File: config.mk
export PLATFORM = sky130hd
export DESIGN_NAME = wprot_seq
export DESIGN_NICKNAME = d
export VERILOG_FILES = /design/src/rtl/wprot_seq.sv
export SDC_FILE = /design/constraint.sdc
export NUM_CORES = 1
export LEC_CHECK = 0
export CORE_ASPECT_RATIO = 1.25
export CORE_MARGIN = 2
export CORE_UTILIZATION = 30
export CTS_CLUSTER_DIAMETER = 60
export CTS_CLUSTER_SIZE = 8
export DETAILED_ROUTE_END_ITERATION = 6
export PLACE_DENSITY = 0.75
export SYNTH_ARGS = -nofsm -noshare
export SYNTH_HDL_FRONTEND = slang
export SYNTH_SLANG_ARGS = --single-unit
export TNS_END_PERCENT = 20
File: constraint.sdc
create_clock -name clk -period 2.7 [get_ports clk]
set_input_delay 0.27 -clock clk [delete_from_list [all_inputs] [get_ports clk]]
set_output_delay 0.27 -clock clk [all_outputs]
set_load 0.02 [all_outputs]
File: src/rtl/wprot_seq.sv
module wprot_seq #(
  parameter int AW = 17,
  parameter int DW = 8,
  parameter int CW = 15,
  parameter logic [CW-1:0] ADDR_A = 15'h5555,
  parameter logic [CW-1:0] ADDR_B = 15'h2AAA,
  parameter logic [DW-1:0] CODE_LEAD = 8'hAA,
  parameter logic [DW-1:0] CODE_SECOND = 8'h55,
  parameter logic [DW-1:0] CODE_ARM = 8'hA0,
  parameter logic [DW-1:0] CODE_EXT = 8'h80,
  parameter logic [DW-1:0] CODE_CLEAR = 8'h20
) (
  input  logic          clk,
  input  logic          rst_n,
  input  logic          wr_valid,
  input  logic [AW-1:0] wr_addr,
  input  logic [DW-1:0] wr_data,
  input  logic          load_end,
  output logic          protect_on,
  output logic          wr_permit,
  output logic          cmd_consumed
);
  localparam int NSTEP = 6;
  localparam int SW = $clog2(NSTEP);
  localparam logic [SW-1:0] S_IDLE = SW'(0);
  localparam logic [SW-1:0] S_P1   = SW'(1);
  localparam logic [SW-1:0] S_P2   = SW'(2);
  localparam logic [SW-1:0] S_D3   = SW'(3);
  localparam logic [SW-1:0] S_D4   = SW'(4);
  localparam logic [SW-1:0] S_D5   = SW'(5);

  logic [SW-1:0] step_q, step_nx;
  logic armed_q, prot_q;
  logic step_hit, arm_set, clr_done;

  wire [CW-1:0] alo = wr_addr[CW-1:0];
  wire at_a = (alo == ADDR_A);
  wire at_b = (alo == ADDR_B);
  wire hit_lead   = at_a && (wr_data == CODE_LEAD);
  wire hit_second = at_b && (wr_data == CODE_SECOND);
  wire hit_arm    = at_a && (wr_data == CODE_ARM);
  wire hit_ext    = at_a && (wr_data == CODE_EXT);
  wire hit_clear  = at_a && (wr_data == CODE_CLEAR);
  wire matching   = wr_valid && !armed_q;

  always_comb begin
    step_hit = 1'b0;
    arm_set  = 1'b0;
    clr_done = 1'b0;
    step_nx  = S_IDLE;
    case (step_q)
      S_IDLE: if (hit_lead)   begin step_hit = 1'b1; step_nx = S_P1; end
      S_P1:   if (hit_second) begin step_hit = 1'b1; step_nx = S_P2; end
      S_P2: begin
        if (hit_arm) begin
          step_hit = 1'b1;
          arm_set  = 1'b1;
        end else if (hit_ext) begin
          step_hit = 1'b1;
          step_nx  = S_D3;
        end
      end
      S_D3:   if (hit_lead)   begin step_hit = 1'b1; step_nx = S_D4; end
      S_D4:   if (hit_second) begin step_hit = 1'b1; step_nx = S_D5; end
      S_D5:   if (hit_clear)  begin step_hit = 1'b1; clr_done = 1'b1; end
      default: step_nx = S_IDLE;
    endcase
  end

  assign cmd_consumed = matching && step_hit;
  assign wr_permit    = wr_valid && (armed_q || (!step_hit && !prot_q));
  assign protect_on   = prot_q;

  always_ff @(posedge clk) begin
    if (!rst_n) begin
      step_q  <= S_IDLE;
      armed_q <= 1'b0;
      prot_q  <= 1'b0;
    end else begin
      if (matching) step_q <= step_nx;
      if (matching && arm_set) armed_q <= 1'b1;
      if (wr_valid && armed_q && !prot_q) prot_q <= 1'b1;
      if (matching && clr_done) prot_q <= 1'b0;
      if (load_end) begin
        armed_q <= 1'b0;
        step_q  <= S_IDLE;
      end
    end
  end
endmodule

* Yosys cells after proc, flatten, opt, wreduce, memory -nomap -nowiden
Cells that the tools add are included.
** Word-level totals
- Output and inout bits :: 3
- Bits in registers :: 5
** Operators by class
- Bitwise operators :: 1
- Equality and inequality tests :: 12
- Reduce and logical (&&, ||, !) cells :: 22
- Muxes and demuxes :: 16
** Operator list (number)
- $eq 8x8->1 const B :: 3
- $eq 15x14->1 const B :: 1
- $eq 15x15->1 const B :: 1
- $pmux 3 s5 :: 1
- $logic_and 1x1->1 :: 13
- $mux 1 :: 9
- $eq 8x6->1 const B :: 1
- $eq 8x7->1 const B :: 1
- $reduce_or 2->1 :: 4
- $eq 3x2->1 const B :: 2
- $eq 3x3->1 const B :: 2
- $mux 2 :: 3
- $mux 3 :: 2
- $pmux 1 s4 :: 1
- $eq 3x1->1 const B :: 1
- $logic_not 1->1 :: 3
- $logic_not 3->1 :: 1
- $logic_or 1x1->1 :: 1
- $not 1->1 :: 1

* Longest topological paths before layout
Gate-level depths: netlist (run 1).
- Depth in word-level cells :: 9
- Gate-level depth with buffers :: 5
- Mapped depth without buffers :: 5

* Worst setup path before layout (run 1)
Ideal clock, no wire load.
- Kind :: input-to-output
- Start point :: input wr_addr[1]
- End point :: output cmd_consumed
- Data required time :: 2.430 ns
- Data arrival time :: 1.970 ns
- Stages on the path :: 5
- Path slack :: 0.460 ns
- Cell sequence :: or4b_4 or4_4 nor2_1 nor2_1 a31oi_1
** On the way
- Word-level cells in the longest chain between the ends :: 6
- Elaborated cells between the ends (all ways) :: 14
- Those cells by class :: eq/ne: 2; mux: 6; reduce/logical: 6
** RTL lines
- start, declared :: line 16 : input logic [AW-1:0] wr_addr,
- $eq 15x15->1 :: line 37 : wire at_a = (alo == ADDR_A);
- $logic_and 1x1->1 :: line 42 : wire hit_ext = at_a && (wr_data == CODE_EXT);
- $mux 1 :: line 58 : end else if (hit_ext) begin
- $mux 1 :: line 55 : if (hit_arm) begin
- $pmux 1 s4 (*) :: line 51 : case (step_q)
- $logic_and 1x1->1 (*) :: line 70 : assign cmd_consumed = matching && step_hit;
- end, declared :: line 21 : output logic cmd_consumed
Every way passes the cells marked *; elsewhere a longest branch is shown, timed or not.

* Worst setup path after layout (run 1)
- Start point :: input wr_addr[1]
- End point :: output wr_permit
** On the way
- Word-level cells in the longest chain between the ends :: 9
- Elaborated cells between the ends (all ways) :: 17
- Those cells by class :: eq/ne: 2; mux: 6; reduce/logical: 9
** RTL lines
- $eq 15x15->1 :: line 37
- $logic_and 1x1->1 :: line 42
- $mux 1 :: line 58
- $mux 1 :: line 55
- $pmux 1 s4 (*) :: line 51
- $logic_not 1->1 (*) :: line 71 : assign wr_permit = wr_valid && (armed_q || (!step_hit && !prot_q));
- $logic_and 1x1->1 (*) :: line 71
- $logic_or 1x1->1 (*) :: line 71
- $logic_and 1x1->1 (*) :: line 71
- end, declared :: line 20 : output logic wr_permit,
Marked as above.

==> key figures, run 1 <==
CTS
  • Worst-case clock buffer depth: 2
  • Clock Sink Count: 5
  • CTS Root Buffer Type: clkbuf_4
  • H-tree Lvls: 1
  • Clock-pin slew on the worst setup and hold paths: 0.05 ns
  • Worst-Skew Late Latency: approximately 0.26 ns
  • CTS buffer count: 3
  • CTS tree: done
  • Hold-fix buffers, CTS: 0

Logic synthesis
  • Largest family of logic cells by synthesized area: simple AND/OR/NAND/NOR gates
  • Synth Area in Adders: 0%
  • Post-synth net total: 100
  • Post-synthesis sequential area ratio: 18.5%
  • Simple-Gate Fraction of Synth Area: 62.4%
  • Post-synthesis mux area share: 0%
  • Xor/xnor share of the synthesized area: 0%
  • Synthesized area: approximately 540 um^2
  • Post-synth top area cell: dfxtp_1
  • Most area-consuming cells after synthesis: dfxtp_1, nor4bb_1, nor2_1
  • Mean Syn Cell Area: ~7.6 um^2
  • Area share of the largest cell type after synthesis: 18.5%
  • Gate Count Post-Synth: 71
  • Register bit total from synthesis: 5
  • Synth Area in Compound Gates: 17.8%
  • Synth cell types: 35
  • YS warnings: 0

Layout
  • Commonest non-fill, non-tap cell in the layout: clkdlybuf4s50_1
  • Fin nets: ~150
  • # fillers: 162
  • Area Growth Syn to Fin: 94.9%
  • Layout cells sized above 1: 27.4%
  • ANT cells: 0
  • Most frequent cells in the layout: clkdlybuf4s50_1, buf_4, nor2_1, nand2_1
  • Finished Layout Cells: about 140

Floorplanning
  • Core footprint: 1720 um^2
  • Die area: 2160 um^2
  • Die height: 51.5 um
  • Die Wd: 42.0 um
  • Starting Density: a little under a third
  • IO Pins: 32
  • Rows: 17

Critical path
  • Max FO, Critical Path: 3
  • Worst r2r dst: step_q[0]
  • Stages on worst setup path: 7
  • CP top delay family: simple AND/OR/NAND/NOR gates
  • Critical path capture point type: output port
  • Crit path required time: 2.43 ns
  • CP Launch Type: primary input
  • Kind of critical path: in2out
  • Crit path cell chain: clkdlybuf4s50_1, or4b_4, or4_4, o32ai_4, nand2_1, a32o_2, buf_6
  • Buffers & Inverters on Critical Path: 2
  • R2R Setup Slk: 1.06 ns
  • FF-to-FF path depth: 6
  • R2r startpoint: step_q[1]
  • Slowest CP cell: or4_4
  • Crit path largest cell delay: 0.58 ns
  • CP arrival: 2.38 ns

Timing
  • Max frequency: 0.377 GHz
  • Relative slew slack: 73.8%
  • Final setup TNS: 0 ns
  • Count of final setup violators: 0
  • Final Max Slew Viols: 0
  • Tcrit/Tclk final: 98.2%
  • Final clock skew: 0.00423 ns
  • RSZ-0062 raised after global routing: no
  • Final hold violations: 0
  • Worst Tran Pin Value: 0.387 ns
  • Minimum clock period after layout: 2.65 ns

Global routing
  • GRT overflow: 0
  • Global-route wire length before repair: between 3000 and 4000 um
  • Pin count of the biggest net entering global routing: 8
  • Vias in the first global route: 825
  • Antenna violations before repair: 0
  • GRT Overall Usage: 21.1%

Hold path
  • Hold wc startpoint: armed_q
  • HP Class: reg2reg
  • Hold Crit Depth: 2
  • WHS Endpoint: protect_on

Power
  • Lkg Pwr: 0.414 nW
  • Total power: about 0.00025 W
  • PwrDens: 235 nW/um^2
  • VDD IR max: 0.223 mV

Routing
  • Drt drc: 0
  • Total number of vias: 781
  • WL final: slightly below 2000 um
  • DR WL/cell: 13.9 um
  • Initial DRC count: 5
  • Vias/cell: 5.46
  • Final ANT Viol Nets: 0
  • TritonRoute pass-1 iters: 4

Placed design
  • Dpl hpwl: 1560 um
  • Final Wtd Congestion: 0.903
  • PortBufs: 29
  • Dpl cells: 138

Flow run
  • Max cap viols: 0

Status
  • Outcome: finished clean
-- through the flow --
step	hold slack, ns	instance area [um^2]	setup slack, ns	utilization [%]
after floorplan	0.422	542	0.460	-
after global placement	0.488	998	-0.402	58.0
after detailed placement	0.506	998	-0.412	58.0
after CTS	0.505	1030	-0.0606	59.7
after global routing	0.527	1060	0.00978	61.3
final	0.501	1060	0.0478	61.3
-- kinds of logic (layout without fill, tap and decap cells) --
group / Yosys count / count (layout)
and+or+nand+nor: 51 / 51
AOI/OAI and AO/OA: 13 / 13
DFF: 5 / 5
buffers and inverters: 2 / 55
-- synth_stat cells --
library cell / number
and2_1: 1
nand4b_1: 2
inv_1: 2
a21oi_1: 3
or4b_4: 1
and3b_1: 1
and4b_1: 1
nor2_1: 8
nand4_1: 3
or2_2: 1
nor2b_1: 3
nand2_1: 7
o21ai_1: 1
a32o_1: 1
nor4b_1: 2
nor3_2: 1
or4_4: 1
a31oi_1: 2
nand3_1: 1
a41o_1: 1
a211oi_1: 2
nor4bb_1: 4
o32ai_2: 1
nand2b_1: 2
dfxtp_1: 5
nand3b_1: 1
o21ai_0: 1
and2b_1: 1
or4bb_1: 1
nor3b_1: 1
a21boi_0: 1
and3_2: 1
and4_1: 1
nor3_1: 5
and4_2: 1
-- worst max-delay path by stage --
stage | from | to | slack [ns]
floorplan | wr_addr[1] | cmd_consumed | 0.46
global placement | wr_addr[1] | cmd_consumed | -0.40
detailed placement | wr_addr[1] | wr_permit | -0.41
CTS | wr_addr[1] | wr_permit | -0.06
global route | wr_addr[1] | wr_permit | 0.01
finish | wr_addr[1] | wr_permit | 0.05
-- worst min-delay path, cell delays in order (launching register included) --
cell	delay, ns
dfxtp_1	0.33
nand2_1	0.06
a21boi_0	0.06
-- report_power, final --
part	total (W)	internal [W]	switching (W)
registers	0.0000740	0.0000740	0.000000000000993
logic	0.0000772	0.0000537	0.0000236
clock network	0.0000965	0.0000565	0.0000400
-- state kept, by name, indices dropped and copies added, names as in the netlist --
signal,flops
protect_on,1
armed_q,1
step_q,3
-- layer usage --
layer / part of all wire (%) / track usage (%) / vias to the layer above
li1: - / - / 388
met1: 41 / 22.6 / 347
met2: 48 / 37.0 / 37
met3: 6.6 / 3.13 / 9
met4: 4.8 / 16.1 / 0
met5: 0 / 0 / -
-- cell type report --
class | count | area (um^2) | area share [%]
well taps | 19 | 23.8 | 2.25
multi-input cells | 64 | 454 | 43.0
flip-flops and latches | 5 | 100 | 9.48
inverters | 2 | 7.51 | 0.711
clock buffers | 4 | 26.3 | 2.49
repair buffers | 49 | 444 | 42.1
-- repair_timing --
| action | in CTS | in global routing |
|---|---|---|
| buffers inserted | 0 | 1 |
| pin swaps | 1 | 6 |
| gates resized for setup | 11 | 7 |
| endpoints found under the setup margin | 2 | 2 |
Power figures use the tool's default switching activity.
==> run 2, diff against run 1 <==
--- a/config.mk
+++ b/config.mk
@@ -5,13 +5,12 @@
 export SDC_FILE = /design/constraint.sdc
 export NUM_CORES = 1
 export LEC_CHECK = 0
-export CORE_ASPECT_RATIO = 1.25
 export CORE_MARGIN = 2
-export CORE_UTILIZATION = 30
+export CORE_UTILIZATION = 36
 export CTS_CLUSTER_DIAMETER = 60
 export CTS_CLUSTER_SIZE = 8
 export DETAILED_ROUTE_END_ITERATION = 6
-export PLACE_DENSITY = 0.75
+export PLACE_DENSITY = 0.86
 export SYNTH_ARGS = -nofsm -noshare
 export SYNTH_HDL_FRONTEND = slang
 export SYNTH_SLANG_ARGS = --single-unit
==> run 2 against run 1 <==
Non-clock buffer count decreased by 3. Highest routed layer unchanged. Core utilization increased by 15 points. Largest power group unchanged. Combinational power decreased by 1%.
==> key figures, run 2 (synthesis gave the netlist of run 1 again) <==
Status
  • Outcome: finished clean

Floorplanning
  • Starting Density: 40.1% (+8.7 points)
  • IO Pins: 32 (unchanged)
  • Die height: 42.8 um (-17%)
  • Rows: 13 (-4)
  • Core footprint: 1350 um^2 (-22%)
  • Die Wd: 42.8 um (+1.9%)
  • Die area: 1830 um^2 (-15%)

CTS
  • Hold-fix buffers, CTS: 0 (unchanged)
  • CTS buffer count: 3 (unchanged)
  • CTS Root Buffer Type: clkbuf_4
  • Clock Sink Count: 5 (unchanged)
  • H-tree Lvls: 1 (unchanged)
  • Clock-pin slew on the worst setup and hold paths: 0.04 ns (about the same)
  • Worst-case clock buffer depth: 2 (unchanged)
  • Worst-Skew Late Latency: 0.24 ns (-0.02 ns)
  • CTS tree: done

Routing
  • Vias/cell: 5.88 (+7.6%)
  • TritonRoute pass-1 iters: 5 (+1)
  • Drt drc: 0 (unchanged)
  • WL final: 2010 um (+0.91%)
  • Initial DRC count: 28 (+23)
  • Total number of vias: 799 (+2.3%)
  • DR WL/cell: 14.8 um (+6.1%)
  • Final ANT Viol Nets: 0 (unchanged)

Placed design
  • Dpl cells: 131 (-5.1%)
  • Dpl hpwl: 1610 um (+3.2%)
  • Dpl ws: -0.425 ns (-0.0132 ns)
  • PortBufs: 29 (unchanged)
  • Final Wtd Congestion: 0.877 (-2.8%)
  • Dpl cell area: 971 um^2 (-2.8%)

Critical path
  • Crit path cell chain: clkdlybuf4s50_1, or4bb_1, or4_4, o32ai_4, nand2_1, a32o_2, buf_6
  • Critical path capture point type: output port
  • Slowest CP cell: or4bb_1
  • Crit path largest cell delay: 0.50 ns (-0.08 ns)
  • Buffers & Inverters on Critical Path: 2 (unchanged)
  • CP Launch Type: primary input
  • CP top delay family: simple AND/OR/NAND/NOR gates
  • Crit path required time: 2.43 ns (about the same)
  • CP arrival: 2.36 ns (-0.02 ns)
  • Max FO, Critical Path: 3 (unchanged)
  • Kind of critical path: in2out

Timing
  • Final Max Slew Viols: 0 (unchanged)
  • Count of final setup violators: 0 (unchanged)
  • Worst Tran Pin Value: 0.491 ns (+0.104 ns)
  • Max frequency: 0.380 GHz (+0.71%)
  • Final hold violations: 0 (unchanged)
  • Tcrit/Tclk final: 97.5% (-0.70 points)
  • Relative slew slack: 66.8% (-7.0 points)
  • Final clock skew: 0.000339 ns (-0.00389 ns)
  • Final setup TNS: 0 ns (unchanged)
  • Setup ws final: 0.0666 ns (+0.0188 ns)
  • Minimum clock period after layout: 2.63 ns (-0.0188 ns)

Layout
  • Fin nets: 151 (-1.9%)
  • Fin area: 1030 um^2 (-2.4%)
  • Most frequent cells in the layout: clkdlybuf4s50_1, buf_4, nor2_1, nand2_1
  • Commonest non-fill, non-tap cell in the layout: clkdlybuf4s50_1
  • Finished Layout Cells: 136 (-4.9%)
  • Max reg flops: 3 (unchanged)
  • Area Growth Syn to Fin: 90.3%
  • ANT cells: 0 (unchanged)
  • Layout cells sized above 1: 25.6% (-1.8 points)
  • Largest register by flop count: step_q

Global routing
  • Antenna violations before repair: 0 (unchanged)
  • GRT Overall Usage: 22.3% (+1.2 points)
  • Pin count of the biggest net entering global routing: 8 (unchanged)
  • Global-route wire length before repair: 3160 um (-8.0%)
  • GRT overflow: 0 (unchanged)
  • Vias in the first global route: 757 (-8.2%)

Power
  • VDD IR max: 0.176 mV (-21%)
  • PwrDens: 230 nW/um^2 (-1.8%)
  • Lkg Pwr: 0.408 nW (-1.3%)

Hold path
  • HP Class: reg2reg

Flow run
  • Max cap viols: 0 (unchanged)
-- run 2: cell count changes in the layout (fill, tap and decap cells not counted) --
| cell | change |
|---|---|
| buf_4 | -3 |
| dlymetal6s2s_1 | +1 |
| clkdlybuf4s50_1 | -1 |
-- run 2: final timing paths --
kind,startpoint,end,slack [ns],depth (start not counted)
max reg2reg,step_q[1],step_q[0],0.99,6
max,wr_data[7],wr_permit,0.07,7
min,armed_q,protect_on,0.52,2
min reg2reg,armed_q,protect_on,0.52,2
-- run 2: layout make-up --
class                           count  area, um^2
Clock buffer                        4        26.3
Fill cell                          95         319
Inverter                            2        7.51
Multi-Input combinational cell     64         454
Sequential cell                     5         100
Tap cell                           15        18.8
Timing Repair Buffer               46         424
-- run 2: through the flow --
step                       power, W  utilization (%)  hold WS, ns
after floorplan           0.0000903                -        0.422
after global placement     0.000150             71.9        0.492
after detailed placement   0.000151             71.9        0.510
after CTS                  0.000239             73.3        0.515
after global routing       0.000254             76.4        0.537
final                      0.000238             76.4        0.517
-- run 2: repair_timing --
item | CTS | global route
endpoints found under the setup margin | 2 | 2
pin swaps | 0 | 5
hold endpoints to repair | 0 | 0
buffers inserted | 0 | 1
cloned | 0 | 0
gates resized for setup | 10 | 9
-- run 2: report_power, final --
part | internal (W) | total, W | switching (W)
Clock | 0.0000559 | 0.0000872 | 0.0000313
Combinational | 0.0000527 | 0.0000763 | 0.0000236
Sequential | 0.0000741 | 0.0000741 | 0.00000000000109
Total | 0.000183 | 0.000238 | 0.0000549
-- run 2: metal layers --
| metal | global-route usage (%) | up-vias | share of wire (%) |
|---|---|---|---|
| met5 | 0 | - | 0 |
| met4 | 6.25 | 0 | 0.35 |
| met3 | 7.66 | 2 | 6.5 |
| met2 | 37.6 | 30 | 50 |
| met1 | 26.4 | 386 | 43 |
| li1 | - | 381 | - |
-- run 2: worst register-to-register path: stages, from the launching register on --
cell	delay, ns
dfxtp_1	0.47
nor4b_1	0.32
nand4b_1	0.26
buf_4	0.21
nor3_2	0.14
a211oi_1	0.08
nor3_1	0.16
